--- config.mk ---
export PLATFORM = sky130hd
export DESIGN_NAME = wdt_rst_gate
export DESIGN_NICKNAME = d
export VERILOG_FILES = /design/src/rtl/wrg_pkg.sv /design/src/rtl/wrg_regs.sv /design/src/rtl/wrg_gate.sv /design/src/rtl/wrg_status.sv /design/src/rtl/wdt_rst_gate.sv
export SDC_FILE = /design/constraint.sdc
export NUM_CORES = 1
export LEC_CHECK = 0
export BUFFER_PORTS_ARGS = -buffer_cell sky130_fd_sc_hd__buf_2
export CAP_MARGIN = 20
export CORE_MARGIN = 2
export CORE_UTILIZATION = 28
export DETAILED_ROUTE_END_ITERATION = 8
export PLACE_DENSITY = 0.79
export REMOVE_ABC_BUFFERS = 1
export SYNTH_ARGS = -nofsm -noshare
export SYNTH_HDL_FRONTEND = slang
export SYNTH_SLANG_ARGS = --single-unit
--- constraint.sdc ---
create_clock -name clk -period 1.55 [get_ports clk]
set_clock_uncertainty 0.15 [all_clocks]
set_input_delay 0.3875 -clock clk [delete_from_list [all_inputs] [get_ports clk]]
set_output_delay 0.3875 -clock clk [all_outputs]
set_load 0.005 [all_outputs]
--- src/rtl/wrg_pkg.sv ---
package wrg_pkg;
  localparam int unsigned ADDR_W = 2;

  localparam logic [ADDR_W-1:0] A_MASK = 2'd0;
  localparam logic [ADDR_W-1:0] A_AUTO = 2'd1;
  localparam logic [ADDR_W-1:0] A_CNT  = 2'd2;
  localparam logic [ADDR_W-1:0] A_STAT = 2'd3;

  // Value of the mask bit that keeps the path closed.
  function automatic logic mask_closed_value(input logic inv);
    return ~inv;
  endfunction

  // Auto-disable blocks only while the owning processor is in reset.
  function automatic logic auto_blocks(input logic autodis, input logic cpu_rst);
    return autodis & cpu_rst;
  endfunction

  // The request passes when the mask is open and auto-disable does not block it.
  function automatic logic gate_pass(input logic req, input logic open,
                                     input logic blocked);
    return req & open & ~blocked;
  endfunction
endpackage

--- src/rtl/wrg_regs.sv ---
module wrg_regs #(
  parameter int unsigned DW       = 32,
  parameter int unsigned MASK_POS = 2,
  parameter int unsigned AUTO_POS = 2,
  parameter int unsigned CNT_POS  = 7,
  parameter int unsigned STAT_POS = 24,
  parameter bit          MASK_INV = 1'b1
) (
  input  logic                       clk,
  input  logic                       por_n,
  input  logic                       wr_en_i,
  input  logic [wrg_pkg::ADDR_W-1:0] addr_i,
  input  logic [DW-1:0]              wdata_i,
  input  logic                       stat_q_i,
  output logic [DW-1:0]              rdata_o,
  output logic                       mask_q_o,
  output logic                       auto_q_o,
  output logic                       cnt_q_o
);
  import wrg_pkg::*;

  logic wr_mask, wr_auto, wr_cnt;
  assign wr_mask = wr_en_i && (addr_i == A_MASK);
  assign wr_auto = wr_en_i && (addr_i == A_AUTO);
  assign wr_cnt  = wr_en_i && (addr_i == A_CNT);

  always_ff @(posedge clk or negedge por_n) begin
    if (!por_n) begin
      mask_q_o <= mask_closed_value(MASK_INV);
      auto_q_o <= 1'b1;
      cnt_q_o  <= 1'b0;
    end else begin
      if (wr_mask) mask_q_o <= wdata_i[MASK_POS];
      if (wr_auto) auto_q_o <= wdata_i[AUTO_POS];
      if (wr_cnt)  cnt_q_o  <= wdata_i[CNT_POS];
    end
  end

  always_comb begin
    rdata_o = '0;
    case (addr_i)
      A_MASK:  rdata_o[MASK_POS] = mask_q_o;
      A_AUTO:  rdata_o[AUTO_POS] = auto_q_o;
      A_CNT:   rdata_o[CNT_POS]  = cnt_q_o;
      default: rdata_o[STAT_POS] = stat_q_i;
    endcase
  end


  p_cnt_follows_r6: assert property (@(posedge clk) disable iff (!por_n)
    wr_cnt |=> (cnt_q_o == $past(wdata_i[CNT_POS])));


  p_mask_hold_r11: assert property (@(posedge clk) disable iff (!por_n)
    !wr_mask |=> $stable(mask_q_o));
endmodule

--- src/rtl/wrg_gate.sv ---
module wrg_gate #(
  parameter bit MASK_INV = 1'b1
) (
  input  logic clk,
  input  logic por_n,
  input  logic req_i,
  input  logic cpu_rst_i,
  input  logic mask_q_i,
  input  logic auto_q_i,
  output logic fire_o,
  output logic sys_rst_o
);
  import wrg_pkg::*;

  logic mask_open;
  logic auto_block;

  generate
    if (MASK_INV) begin : g_open_high
      assign mask_open = mask_q_i;
    end else begin : g_open_low
      assign mask_open = ~mask_q_i;
    end
  endgenerate

  assign auto_block = auto_blocks(auto_q_i, cpu_rst_i);
  assign fire_o     = gate_pass(req_i, mask_open, auto_block);

  always_ff @(posedge clk or negedge por_n) begin
    if (!por_n) sys_rst_o <= 1'b0;
    else        sys_rst_o <= fire_o;
  end


  p_auto_block_r4: assert property (@(posedge clk) disable iff (!por_n)
    (auto_q_i && cpu_rst_i) |=> !sys_rst_o);


  p_idle_quiet_r5: assert property (@(posedge clk) disable iff (!por_n)
    !req_i |=> !sys_rst_o);


  p_mask_pass_r2: assert property (@(posedge clk) disable iff (!por_n)
    (req_i && (mask_q_i == MASK_INV) && !auto_block) |=> sys_rst_o);
endmodule

--- src/rtl/wrg_status.sv ---
module wrg_status (
  input  logic clk,
  input  logic por_n,
  input  logic set_i,
  input  logic clr_i,
  output logic stat_q_o
);
  always_ff @(posedge clk or negedge por_n) begin
    if (!por_n)     stat_q_o <= 1'b0;
    else if (set_i) stat_q_o <= 1'b1;
    else if (clr_i) stat_q_o <= 1'b0;
  end


  p_flag_set_r7: assert property (@(posedge clk) disable iff (!por_n)
    set_i |=> stat_q_o);


  p_flag_sticky_r8: assert property (@(posedge clk) disable iff (!por_n)
    (stat_q_o && !clr_i) |=> stat_q_o);
endmodule

--- src/rtl/wdt_rst_gate.sv ---
module wdt_rst_gate #(
  parameter int unsigned DW       = 32,
  parameter int unsigned MASK_POS = 2,
  parameter int unsigned AUTO_POS = 2,
  parameter int unsigned CNT_POS  = 7,
  parameter int unsigned STAT_POS = 24,
  parameter bit          MASK_INV = 1'b1
) (
  input  logic          clk,
  input  logic          por_n,
  input  logic          wr_en_i,
  input  logic [1:0]    addr_i,
  input  logic [DW-1:0] wdata_i,
  output logic [DW-1:0] rdata_o,
  input  logic          wdt_req_i,
  input  logic          cpu_in_rst_i,
  output logic          sys_rst_o,
  output logic          cnt_en_o
);
  import wrg_pkg::*;

  logic mask_q, auto_q, cnt_q, stat_q;
  logic fire;
  logic stat_clr;

  assign stat_clr = wr_en_i && (addr_i == A_STAT) && wdata_i[STAT_POS];
  assign cnt_en_o = cnt_q;

  wrg_regs #(
    .DW(DW), .MASK_POS(MASK_POS), .AUTO_POS(AUTO_POS),
    .CNT_POS(CNT_POS), .STAT_POS(STAT_POS), .MASK_INV(MASK_INV)
  ) u_regs (
    .clk(clk), .por_n(por_n), .wr_en_i(wr_en_i), .addr_i(addr_i),
    .wdata_i(wdata_i), .stat_q_i(stat_q), .rdata_o(rdata_o),
    .mask_q_o(mask_q), .auto_q_o(auto_q), .cnt_q_o(cnt_q)
  );

  wrg_gate #(.MASK_INV(MASK_INV)) u_gate (
    .clk(clk), .por_n(por_n), .req_i(wdt_req_i), .cpu_rst_i(cpu_in_rst_i),
    .mask_q_i(mask_q), .auto_q_i(auto_q), .fire_o(fire), .sys_rst_o(sys_rst_o)
  );

  wrg_status u_status (
    .clk(clk), .por_n(por_n), .set_i(fire), .clr_i(stat_clr), .stat_q_o(stat_q)
  );


  p_set_wins_r9: assert property (@(posedge clk) disable iff (!por_n)
    (fire && stat_clr) |=> stat_q);
endmodule

======== Word level (Yosys, flattened, before mapping) ========
Index checks and enable logic that the tools add are counted.
word-level totals
  bits in registers ....................... 5
  bits of input ports ..................... 39
operators by class
  equal/unequal tests ..................... 3
  mux-type cells .......................... 5
  reductions and logical operators ........ 8
  bitwise gates (word level) .............. 4
operators with widths
  operator                                        count
  logical AND 1 bit                               5
  == test 2 bit (second input constant)           2
  two-way mux 1 bit                               4
  bitwise AND 1 bit                               3
  OR reduction 3 bit                              1
  == test 2 x 1 -> 1 bit (second input constant)  1
  logical NOT 2 bit                               1
  one-hot mux 1 bit (2 select lines)              1
  nonzero test 2 bit                              1
  inverter 1 bit                                  1

======== Longest topological paths before layout ========
Gate-level depths: netlist of the first run.
  word-level depth ........................ 5
  gate-level depth with buffers ........... 2

======== Cells and area by module ========
Synthesis of the first run repeated with hierarchy kept, for this count alone.
unflattened totals
  cells, all modules ...................... 50
  area total of the unflattened synthesis .. 475.5 sq um
by module, submodules not included
  module        area an instance (sq um)  instances  cells an instance
  wrg_regs      392.9                     1          43
  wrg_gate      37.5                      1          3
  wrg_status    36.3                      1          3
  wdt_rst_gate  8.8                       1          1

======== Worst setup path before layout of the first run ========
No wires, ideal clock.
  kind .................................... register to output
  from .................................... register u_regs.auto_q_o
  to ...................................... output rdata_o[2]
  slack ................................... 337 ps
  cell stages (with the launch flop) ...... 3
  buffers on the path ..................... 0
  data arrival time ....................... 675 ps
  cells stage by stage .................... dfstp_2 > mux2i_1 > nor2_1
between the ends
  longest elaborated chain between the ends .. 1
RTL lines
  item                                RTL line            RTL
  from (decl)                         wrg_regs.sv:17      output logic auto_q_o,
  from (signal assigned)              wrg_regs.sv:34      if (wr_auto) auto_q_o <= wdata_i[AUTO_POS];
  one-hot mux 1 bit (2 select lines)  wrg_regs.sv:41      case (addr_i)
  to (decl)                           wdt_rst_gate.sv:14  output logic [DW-1:0] rdata_o,
Every way passes these cells.

======== Worst setup path in the final report of the first run ========
Ends and elaborated chain as after synthesis.

==> results of run 1 <==
area by class of cell:
cell class	count	area (sq um)
fill	163	1040
multi-input combinational	43	226
sequential	5	126
timing repair buffer	16	87.6
clock buffer	4	26.3
tap	16	20.0
metrics by stage:
stage                     util [%]  worst slack (ps)  total power, mW
after global placement        29.1               125            0.263
after floorplan                  -               337            0.227
after CTS                     31.9             -52.2            0.430
after global routing          31.9              -124            0.461
final                         31.9             -28.7            0.426
after detailed placement      29.1               118            0.266
state kept, by name, summed over array words and instances (netlist names):
name and flops:
u_gate.sys_rst_o 1, u_regs.auto_q_o 1, u_regs.cnt_q_o 1, u_regs.mask_q_o 1
u_status.stat_q_o 1
final timing paths:
check	start	endpoint	slack, ps
max	u_regs.auto_q_o	rdata_o[2]	-30
min	wdata_i[7]	u_regs.cnt_q_o	220
max reg2reg	u_regs.auto_q_o	u_status.stat_q_o	380
min reg2reg	u_status.stat_q_o	u_status.stat_q_o	340
max in group asynchronous	por_n	u_regs.auto_q_o	690
min in group asynchronous	por_n	u_status.stat_q_o	340
logic make-up after synthesis:
group	count (synthesis)	share of synthesized area, %
compound gates	1	2.15
other cells	1	0.806
simple gates	9	12.9
mux	4	10.2
flops	5	27.2
buf+inv	29	46.8
worst max-delay path, stage by stage, from the launching register on:
cell,delay (ps)
sky130_fd_sc_hd__dfstp_2,520
sky130_fd_sc_hd__mux2i_1,70
sky130_fd_sc_hd__nor2_1,100
sky130_fd_sc_hd__buf_2,120
routing by layer:
metal / vias up / wire, microns / GRT usage (%) / share of wire, %
met5: - / 0 / 0 / 0
met4: 0 / 0 / 1.76 / 0
met3: 0 / 116 / 7.20 / 17
met2: 26 / 355 / 12.2 / 51
met1: 139 / 230 / 6.39 / 33
li1: 141 / - / - / -
timing repair:
action | in CTS | in global routing
endpoints found under the setup margin | 1 | 1
hold endpoints to repair | 5 | 0
pin swaps | 1 | 1
cloned | 0 | 0
setup buffers | 1 | 0
hold buffers | 1 | 0
power by group through the flow:
stage	Clock [mW]	Combinational [mW]	Sequential, mW
after global placement	0	0.0893	0.174
after global routing	0.168	0.117	0.176
final	0.151	0.102	0.172
after floorplan	0	0.0538	0.173
after detailed placement	0	0.0910	0.175
after CTS	0.156	0.102	0.172
==> results.yml, run 1 <==
timing:
  report.final.hold_viol_count: 0
  final_critical_path_setup_slack_ps: -28.7
  layout_worst_path_cycle_share_pct: 102
  final_period_minus_worst_setup_slack_ps: 1580
  grt_setup_unrepaired: "true"
  setup_viol: 1
  fin_hold_ws_ps: 222
  clock.fmax_ghz: 0.633
  fin_setup_tns_ps: -28.7
  final-max-slew-violation-count: 0
worst_setup_path:
  cp-end-kind: "primary output"
  critPathRequiredTime_ps: 1010
  r2r.worst_path.cells: 3
  path_class: "reg -> out"
  setup.worst_path.start_class: "flip-flop"
  crit_path_max_fanout: 2
  arrival_ps: 1040
clock_tree:
  clk_transition_reported_paths_ps: 50
  post_cts_resize_count: 0
  num_cts_buffers: 3
  tritoncts_clock_tree: "built"
  cts.path.max_buffers: 2
  ctsHtreeMaxLevel: 1
  cts_root_buf: "sky130_fd_sc_hd__clkbuf_4"
  clk-insertion-delay-late_ps: 240
  numClockSinks: 5
die:
  num_rows: 14
  die_h_microns: 44.8
  chipWidth_microns: 44.8
  floorplan.io_pins: 73
  floorplan.initialDensity_pct: 30.5
  core_sq_um: 1520
  dieArea_sq_um: 2000
finish:
  final_cell_area_sq_um: 487
  layout.cells.most_common_list: "sky130_fd_sc_hd__conb_1, sky130_fd_sc_hd__buf_2, sky130_fd_sc_hd__dfrtp_1, sky130_fd_sc_hd__clkbuf_4, sky130_fd_sc_hd__nand3b_1"
  antenna-diode-count: 0
  synthToLayoutAreaGrowth_pct: 4.57
  final_nets: 108
  layout_commonest_cell: "sky130_fd_sc_hd__conb_1"
  post_layout_nonfiller_instances: 84
  final_layout_size_suffix_gt1_share_pct: 33.8
pwr:
  vdd_drop_max_mv: 0.350
  combPwrFrac_pct: 24.1
  intPower_uw: 310
  static-leakage-power_nw: 0.287
  sequentialPowerShare_pct: 40.4
  power_density_nw_per_um2: 875
  p_clk_share_pct: 35.5
  switching_power_uw: 116
  proportion_of_total_power_due_to_net_switching_pct: 27.3
yosys:
  synth_top_cells_by_count: "sky130_fd_sc_hd__buf_4, sky130_fd_sc_hd__dfrtp_1, sky130_fd_sc_hd__nand3b_1"
  ys_types: 17
  synth.largest_area_cell: "sky130_fd_sc_hd__buf_4"
  synth_area_sq_um: 465
  ys_warn_count: 0
  ys_flop_type: "sky130_fd_sc_hd__dfrtp_1"
  async_flop_share_pct: 100
  biggest_area_contributors_in_the_synthesized_netlist: "sky130_fd_sc_hd__buf_4, sky130_fd_sc_hd__dfrtp_1, sky130_fd_sc_hd__dfstp_2, sky130_fd_sc_hd__mux2_4, sky130_fd_sc_hd__nand3b_1"
  synth.top_cell.area_share_pct: 46.8
  synthesis.instances: 49
  post_synth.cell_area_avg_sq_um: 9.50
  edff_count_synth: 0
  synth_sequential_area_ratio_pct: 27.2
  number_of_register_bits_inferred_by_synthesis: 5
  synth_most_common_cell: "sky130_fd_sc_hd__buf_4"
status:
  result_of_the_run: "finished with violations"
  failing_checks: "negative setup slack"
detailed_routing:
  via_total_after_detailed_routing: 306
  drc_errors: 0
  drt_pre_antenna_iters: 2
  drtAntennaViolNets: 0
  drt_first_iter_violations: 2
  via_per_inst: 3.64
  wl_per_cell_microns: 8.36
  routed_wire_length_microns: 702
hold_path:
  hold_path_depth: 2
  holdCritPathClass: "in -> reg"
place:
  detailed_place.area_sq_um: 443
  placed_cells: 78
  place_congestion: 0.748
  numPortBuffers: 14
global_routing:
  grt_pass1_vias: 244
  grt_pass1_wl_microns: 966
  number_of_antenna_violations_at_the_first_check_in_global_routing: 0
  gr-total-overflow: 0
  grt_usage_pct: 7.37
  grt_start_max_net_pins: 8
job:
  maxCapViolations: 0
Power figures use the tool's default switching activity.
==> run 2, diff against run 1 <==
Settings changed: ABC_CLOCK_PERIOD_IN_PS set to 1550, PLACE_DENSITY 0.79 to unset, PLACE_DENSITY_LB_ADDON set to 0.12.
==> run 2 against run 1 <==
  * The flow still finishes with violations (negative setup slack)
  * Worst setup slack improved by 27 ps
  * Die area did not move
  * Register-to-register slack got worse by 20 ps
  * Fmax rose by 1.8%
  * Combinational power barely moved
  * Worst hold slack improved by 1.1 ps
  * Sequential power barely moved
  * Highest routed layer unchanged
  * Total power rose by 0.31%
==> results.yml, run 2 (synthesis gave the netlist of run 1 again) <==
finish:
  n_fill_cell: 178
  final_cell_area_sq_um: 487
  antenna-diode-count: 0
  layout_commonest_cell: "sky130_fd_sc_hd__conb_1"
  layout.cells.most_common_list: "sky130_fd_sc_hd__conb_1, sky130_fd_sc_hd__buf_2, sky130_fd_sc_hd__dfrtp_1, sky130_fd_sc_hd__clkbuf_4, sky130_fd_sc_hd__nand3b_1"
  synthToLayoutAreaGrowth_pct: 4.57
  post_layout_nonfiller_instances: 84
  final_layout_size_suffix_gt1_share_pct: 33.8
  final_nets: 108
detailed_routing:
  routed_wire_length_microns: 713
  via_total_after_detailed_routing: 300
  drc_errors: 0
  drt_pre_antenna_iters: 2
  drt_first_iter_violations: 2
  wl_per_cell_microns: 8.49
  via_per_inst: 3.57
  drtAntennaViolNets: 0
die:
  core_sq_um: 1520
  die_h_microns: 44.8
  floorplan.io_pins: 73
  floorplan.initialDensity_pct: 30.5
  chipWidth_microns: 44.8
  num_rows: 14
  dieArea_sq_um: 2000
global_routing:
  number_of_antenna_violations_at_the_first_check_in_global_routing: 0
  grt_pass1_wl_microns: 1040
  gr-total-overflow: 0
  grt_start_max_net_pins: 8
  grt_pass1_vias: 236
  grt_usage_pct: 7.81
worst_setup_path:
  arrival_ps: 1010
  worst-r2r-setup-slack_ps: 360
  critical_path.cell_chain: "mux2i_1 -> nor2_1 -> buf_2"
  critical-path-max-stage-delay_ps: 520
  critical-path-slowest-cell: "sky130_fd_sc_hd__dfstp_2"
  worst_setup_path_startpoint: "u_regs.auto_q_o"
  worst-path-stages: 3
  path_class: "reg -> out"
  reg2reg_to: "u_status.stat_q_o"
  cp.buffers_inverters: 1
  cp_top_family: "flip-flops"
  crit_path_max_fanout: 2
  setup.worst_path.start_class: "flip-flop"
  r2r.worst_path.cells: 3
  cp-end-kind: "primary output"
  critPathRequiredTime_ps: 1010
  timing.rr.start: "u_regs.auto_q_o"
timing:
  setup_viol: 1
  grt_setup_unrepaired: "true"
  report.final.hold_viol_count: 0
  fin_hold_ws_ps: 223
  fin_setup_tns_ps: -1.25
  clock.fmax_ghz: 0.645
  final_critical_path_setup_slack_ps: -1.25
  final_period_minus_worst_setup_slack_ps: 1550
  final-max-slew-violation-count: 0
  layout_worst_path_cycle_share_pct: 100
clock_tree:
  clk_transition_reported_paths_ps: 40
  numClockSinks: 5
  num_cts_buffers: 3
  ctsHtreeMaxLevel: 1
  tritoncts_clock_tree: "built"
  clk-insertion-delay-late_ps: 240
  cts_root_buf: "sky130_fd_sc_hd__clkbuf_4"
  cts.path.max_buffers: 2
place:
  placed_cells: 78
  detailedPlacementHpwl_microns: 605
  detailed_place.area_sq_um: 443
  numPortBuffers: 14
  place_congestion: 0.662
status:
  failing_checks: "negative setup slack"
  result_of_the_run: "finished with violations"
hold_path:
  timing.hold.worst_endpoint: "u_regs.cnt_q_o"
  hold_path_depth: 2
  holdCritPathClass: "in -> reg"
  timing.hold.worst.start: "wdata_i[7]"
job:
  maxCapViolations: 0
pwr:
  sequentialPowerShare_pct: 40.3
  switching_power_uw: 117
  power_density_nw_per_um2: 878
  vdd_drop_max_mv: 0.501
  sum_of_internal_switching_and_leakage_power_uw: 427
  static-leakage-power_nw: 0.287
  intPower_uw: 310
  combPwrFrac_pct: 24.0
  p_clk_share_pct: 35.7
  proportion_of_total_power_due_to_net_switching_pct: 27.5
run 2: final cells by class:
type                    instances  area [sq um]  share of cell area, %
clock buffers                   4          26.3                   5.40
multi-input cells              43           226                   46.5
flip-flops and latches          5           126                   26.0
well taps                      16          20.0                   4.11
repair buffers                 16          87.6                   18.0
run 2: worst max path at each step:
stage,endpoint
after floorplan,rdata_o[2]
after global placement,rdata_o[2]
after detailed placement,rdata_o[2]
after CTS,rdata_o[2]
after global routing,rdata_o[2]
final,rdata_o[2]
run 2: stage by stage:
step	utilization, %	setup WS (ps)
3_5_place_dp	29.1	125
5_1_grt	31.9	-65.2
2_1_floorplan	-	337
4_1_cts	31.9	-13.3
3_3_place_gp	29.1	111
6_report	31.9	-1.25
run 2: timing repair:
action	CTS	global route
setup buffers	1	0
hold buffers	1	0
resized for setup	0	0
endpoints found under the hold margin	4	0
endpoints found under the setup margin	1	1
run 2: per-layer routing:
layer | track usage, % | up-vias | share of wire (%)
li1 | - | 142 | -
met1 | 9.43 | 129 | 36
met2 | 10.1 | 29 | 45
met3 | 7.20 | 0 | 18
met4 | 1.76 | 0 | 0
met5 | 0 | - | 0
run 2: power groups by stage:
stage	Clock, mW	Sequential (mW)	Combinational, mW
final	0.152	0.172	0.102
after detailed placement	0	0.176	0.0927
after global placement	0	0.175	0.0923
after CTS	0.162	0.173	0.103
after floorplan	0	0.173	0.0538
after global routing	0.169	0.175	0.118
